`config.mk`:
```
export PLATFORM = sky130hd
export DESIGN_NAME = fext_convert
export DESIGN_NICKNAME = d
export VERILOG_FILES = /design/src/rtl/fext_pkg.sv /design/src/rtl/fext_unpack.sv /design/src/rtl/fext_assemble.sv /design/src/rtl/fext_convert.sv
export SDC_FILE = /design/constraint.sdc
export NUM_CORES = 1
export LEC_CHECK = 0
export BUFFER_PORTS_ARGS = -buffer_cell sky130_fd_sc_hd__buf_2
export CORE_MARGIN = 5
export CORE_UTILIZATION = 50
export CTS_BUF_LIST = sky130_fd_sc_hd__clkbuf_8
export CTS_CLUSTER_DIAMETER = 50
export DETAILED_ROUTE_END_ITERATION = 6
export GPL_ROUTABILITY_DRIVEN = 0
export HOLD_SLACK_MARGIN = 0.08
export PLACE_DENSITY = 0.95
export SYNTH_ARGS = -nofsm -noshare
export SYNTH_HDL_FRONTEND = slang
export SYNTH_SLANG_ARGS = --single-unit
```
`constraint.sdc`:
```
create_clock -name clk -period 2.05 [get_ports clk]
set_input_delay 0.205 -clock clk [delete_from_list [all_inputs] [get_ports clk]]
set_output_delay 0.205 -clock clk [all_outputs]
set_load 0.01 [all_outputs]
```
`src/rtl/fext_pkg.sv`:
```
package fext_pkg;

    // Wide format geometry
    localparam int EXT_EXP_W = 15;
    localparam int EXT_MAN_W = 64;
    localparam int EXT_BIAS  = (1 << (EXT_EXP_W - 1)) - 1;
    localparam logic [EXT_EXP_W-1:0] EXT_EXP_SPECIAL = '1;

    // Source formats
    localparam int NUM_FMT = 2;
    localparam int SRC_W   = 64;
    localparam int FRAC_AL_W = EXT_MAN_W - 1;

    typedef enum logic {
        FMT_BIN32 = 1'b0,
        FMT_BIN64 = 1'b1
    } src_fmt_e;

    function automatic int fmt_exp_w(int idx);
        return (idx == 0) ? 8 : 11;
    endfunction

    function automatic int fmt_frac_w(int idx);
        return (idx == 0) ? 23 : 52;
    endfunction

    // Classified source fields
    typedef struct packed {
        logic                 sign;
        logic                 exp_all_ones;
        logic                 exp_is_zero;
        logic                 frac_nonzero;
        logic [EXT_EXP_W-1:0] exp_rebiased;
        logic [FRAC_AL_W-1:0] frac_aligned;
    } src_fields_t;

    // Wide result word
    typedef struct packed {
        logic                 sign;
        logic [EXT_EXP_W-1:0] exponent;
        logic [EXT_MAN_W-1:0] mantissa;
        logic                 denorm;
    } ext_word_t;

    function automatic logic [EXT_EXP_W-1:0] rebias(logic [EXT_EXP_W-1:0] field_val,
                                                     int                   offset);
        return field_val + EXT_EXP_W'(offset);
    endfunction

endpackage

```
`src/rtl/fext_unpack.sv`:
```
module fext_unpack
    import fext_pkg::*;
#(
    parameter int EXP_W  = 8,
    parameter int FRAC_W = 23
) (
    input  logic [EXP_W+FRAC_W:0] raw,
    output src_fields_t           fields
);
    localparam int SRC_BIAS = (1 << (EXP_W - 1)) - 1;
    localparam int OFFSET   = EXT_BIAS - SRC_BIAS;
    localparam int PAD_W    = FRAC_AL_W - FRAC_W;

    logic [EXP_W-1:0]  exp_field;
    logic [FRAC_W-1:0] frac_field;

    assign exp_field  = raw[EXP_W+FRAC_W-1:FRAC_W];
    assign frac_field = raw[FRAC_W-1:0];

    always_comb begin
        fields.sign         = raw[EXP_W+FRAC_W];
        fields.exp_all_ones = &exp_field;
        fields.exp_is_zero  = ~|exp_field;
        fields.frac_nonzero = |frac_field;
        fields.exp_rebiased = rebias(EXT_EXP_W'(exp_field), OFFSET);
        fields.frac_aligned = {frac_field, {PAD_W{1'b0}}};
    end
endmodule

```
`src/rtl/fext_assemble.sv`:
```
module fext_assemble
    import fext_pkg::*;
(
    input  src_fields_t fields,
    output ext_word_t   word
);
    always_comb begin
        word.sign = fields.sign;
        if (fields.exp_all_ones) begin
            word.exponent = EXT_EXP_SPECIAL;
            word.mantissa = {1'b1, fields.frac_aligned};
            word.denorm   = 1'b0;
        end else if (fields.exp_is_zero) begin
            word.exponent = '0;
            word.mantissa = {1'b0, fields.frac_aligned};
            word.denorm   = fields.frac_nonzero;
        end else begin
            word.exponent = fields.exp_rebiased;
            word.mantissa = {1'b1, fields.frac_aligned};
            word.denorm   = 1'b0;
        end
    end
endmodule

```
`src/rtl/fext_convert.sv`:
```
module fext_convert
    import fext_pkg::*;
(
    input  logic                 clk,
    input  logic                 rst,
    input  logic                 in_valid,
    input  logic                 in_fmt,
    input  logic [SRC_W-1:0]     in_word,
    output logic                 out_valid,
    output logic                 out_sign,
    output logic [EXT_EXP_W-1:0] out_exp,
    output logic [EXT_MAN_W-1:0] out_man,
    output logic                 out_denorm
);
    src_fields_t fields_by_fmt [NUM_FMT];
    ext_word_t   word_by_fmt   [NUM_FMT];
    ext_word_t   result_d;
    ext_word_t   result_q;
    logic        valid_q;

    for (genvar g = 0; g < NUM_FMT; g++) begin : g_fmt
        localparam int EW = fmt_exp_w(g);
        localparam int FW = fmt_frac_w(g);

        fext_unpack #(.EXP_W(EW), .FRAC_W(FW)) i_unpack (
            .raw    (in_word[EW+FW:0]),
            .fields (fields_by_fmt[g])
        );

        fext_assemble i_assemble (
            .fields (fields_by_fmt[g]),
            .word   (word_by_fmt[g])
        );
    end

    always_comb begin
        result_d = (src_fmt_e'(in_fmt) == FMT_BIN64) ? word_by_fmt[1] : word_by_fmt[0];
    end

    always_ff @(posedge clk) begin
        if (rst) begin
            valid_q  <= 1'b0;
            result_q <= '0;
        end else begin
            valid_q <= in_valid;
            if (in_valid) begin
                result_q <= result_d;
            end
        end
    end

    assign out_valid  = valid_q;
    assign out_sign   = result_q.sign;
    assign out_exp    = result_q.exponent;
    assign out_man    = result_q.mantissa;
    assign out_denorm = result_q.denorm;

    assert_latency_R1: assert property (@(posedge clk) disable iff (rst)
        !$past(rst) |-> (out_valid == $past(in_valid)));

    assert_int_bit_R3: assert property (@(posedge clk) disable iff (rst)
        (out_valid && !out_denorm && out_exp != '0) |-> out_man[EXT_MAN_W-1]);

    assert_special_R5: assert property (@(posedge clk) disable iff (rst)
        (out_valid && out_exp == EXT_EXP_SPECIAL) |-> (out_man[EXT_MAN_W-1] && !out_denorm));

    assert_zero_R6: assert property (@(posedge clk) disable iff (rst)
        (out_valid && out_exp == '0 && !out_denorm) |-> (out_man == '0));

    assert_denorm_R7: assert property (@(posedge clk) disable iff (rst)
        (out_valid && out_denorm) |-> (!out_man[EXT_MAN_W-1] && out_exp == '0 && out_man != '0));

    assert_hold_R9: assert property (@(posedge clk) disable iff (rst)
        (!$past(rst) && !$past(in_valid)) |->
            ($stable(out_man) && $stable(out_exp) && $stable(out_sign) && $stable(out_denorm)));
endmodule

```
==> reports/metrics.csv <==
metric;value;unit
outcome;finished, final reports clean;
Initial DRC Count;103;
crit path max fanout;7;
RSZ-0062 raised after global routing;no;
Remaining Overflow, GRT;0;
CTS sink count;68;
area leader, netlist;dfxtp_1;
post-synthesis sequential area ratio;0.462;
Synth Area in Simple Gates;0.171;
fraction of registers with async set/reset;0;
first-pass GRT wire length;13500;µm
Clock transition at path regs;0.07;ns
Max Slew Vio Count;0;
synth-to-layout area growth;29.8;%
final hold violation count;0;
I/O Buffers;138;
FF-to-FF Start;out_man[57]$_SDFFE_PP0P_;
final critical-path required period;1.21;ns
detailed-route via count;2968;
critical path class;primary input to flip-flop;
MaxCap Viol Count;0;
pwr/cell area;772;nW/µm²
Post-CTS Setup Bufs;0;
setup tns final;0;ns
fill cell count;502;
fmax;827;MHz
Cell Area, Synth;2950;µm²
drt via density;5.60;
CP Capture Type;flip-flop;
Die Y;86.8;µm
placed cells;515;
Root Driver;clkbuf_8;
drt first pass iters;4;
drt drc;0;
Final Util;0.657;
Top FF cell, synth;dfxtp_1;
Cells after Synth;326;
cts repair resizes;0;
ANT nets after route;0;
via count of the first global-routing pass;2805;
largest family of logic cells by synthesized area;compound AO/OA/AOI/OAI gates;
worst setup path start;in_fmt;
CTS Hold Bufs;0;
Initial Util;0.507;
Hold WC Path Type;primary input to flip-flop;
synth unique cells;26;
Max VDD drop;0.616;mV
Post-Synth Adder-Cell Area;0;
dpl hpwl;6620;µm
Die ar.;7530;µm²
worst hold stages;3;
xor-xnor portion of the synthesized cell area;0;
Avg Synthesized Cell Area;9.04;µm²
fraction of synthesized area in multiplexers;0.109;
Yosys reg bits;68;
leak pwr;1.83;nW
Worst EP arrival;1.43;ns
number of core rows;28;
worst hold path endpoint;out_man[15]$_SDFFE_PP0P_;
final WL;8830;µm
yosys warns;0;
area fraction of the dominant cell type after synthesis;0.462;
Post-synth EDFFs;0;
Worst EP required;2.27;ns
top post-synthesis cells by area;dfxtp_1, mux2i_1, a211oi_1;
fin nets;519;
CTS buffer count;9;
setup violators final;0;
period utilization;0.590;
R2R depth;2;
Reg2Reg Setup Slack;1.32;ns
FF-to-FF End;out_man[57]$_SDFFE_PP0P_;
# diodes;0;
initial antenna violation count;0;
startpoint types;primary input;
H-tree depth;3;
Layout Cells excl Fill;530;
WL/cell;16.7;µm
Clock Path Buffers;2;
hold_sp;in_word[4];
Final Skew;0;ns
CTS tree;done;
GRT Overall Usage;0.228;
worst skew pair latency;0.32;ns
compound-cell area share of the yosys netlist;0.178;
layout cell share with drive strength beyond 1;0.358;
largest net degree at the start of global routing;47;
Die Wd;86.8;µm
core area;5820;µm²
io pins;150;
[routing by layer]
metal / global-route usage / vias to the layer above / wire, µm
met5: 0 / - / 0
met4: 0.0793 / 0 / 72
met3: 0.0580 / 9 / 777
met2: 0.396 / 143 / 4420
met1: 0.271 / 1404 / 3560
li1: - / 1412 / -
[power breakdown]
part / internal [mW] / switching, mW / leakage (nW) / total (mW)
Clock: 0.559 / 0.457 / 0.103 / 1.02
Combinational: 0.207 / 0.289 / 1.16 / 0.496
Sequential: 1.40 / 0.0399 / 0.561 / 1.44
[final cells by class]
type	instances	area, µm²	area share
clock inverters	2	8.76	0.00229
repair buffers	146	788	0.206
well taps	75	93.8	0.0245
flip-flops and latches	68	1360	0.356
multi-input cells	225	1390	0.363
clock buffers	13	179	0.0468
inverters	1	3.75	0.000982
[placed cells by master (no fill, tap or decap), types with 5 or more instances in the layout]
cell type / count
nor2_1: 62
dfxtp_1: 68
nand2_1: 13
buf_4: 5
conb_1: 11
a22oi_1: 23
a21oi_1: 9
nand4_1: 6
nor4_1: 11
buf_2: 138
clkbuf_8: 13
nand3_1: 9
mux2i_1: 32
a211oi_1: 36
[worst max path at each step]
stage          slack (ns)                       to  depth (start not counted)
2_1_floorplan        0.83  out_denorm$_SDFFE_PP0P_                          5
3_3_place_gp         0.48  out_denorm$_SDFFE_PP0P_                          6
3_5_place_dp         0.46  out_denorm$_SDFFE_PP0P_                          6
4_1_cts              0.82  out_denorm$_SDFFE_PP0P_                          6
5_1_grt              0.78  out_denorm$_SDFFE_PP0P_                          6
6_report             0.84  out_denorm$_SDFFE_PP0P_                          6
[logic make-up (layout without fill, tap and decap cells)]
logic type / after synthesis / in the layout
and+or+nand+nor: 110 / 110
AOI/OAI and AO/OA: 72 / 72
DFF: 68 / 68
buffers and inverters: 43 / 162
muxes: 32 / 32
other: 1 / 11
[cell usage after synthesis (2+ instances only)]
cell type and count:
dfxtp_1 68, nor2_1 62, a211oi_1 36, mux2i_1 32, a22oi_1 23, buf_4 17, clkbuf_1 15, nand2_1 13
nor4_1 11, a21oi_1 9, nand3_1 9, buf_2 7, nand4_1 6, buf_1 3, nor3_1 3, nor4_2 2
[worst max-delay path: stages]
cell and delay, ns:
buf_2 0.19, nor4b_1 0.36, nand4_1 0.15, o32ai_2 0.22
nand4_1 0.11, and3_1 0.18
[per-stage QoR]
step / total power, mW / hold WS [ns] / instance area (µm²) / setup slack (ns)
2_1_floorplan: 1.74 / 0.349 / 2980 / 0.833
3_3_place_gp: 1.94 / 0.450 / 3640 / 0.476
3_5_place_dp: 1.96 / 0.455 / 3640 / 0.462
4_1_cts: 2.98 / 0.140 / 3820 / 0.818
5_1_grt: 3.09 / 0.159 / 3820 / 0.782
6_report: 2.95 / 0.154 / 3820 / 0.841
[registers in the layout (all words and copies together), names as in the netlist]
| name | count |
|---|---|
| out_man | 53 |
| out_exp | 12 |
| out_denorm | 1 |
| out_sign | 1 |
| out_valid | 1 |
(Power assumes the default switching activity.)
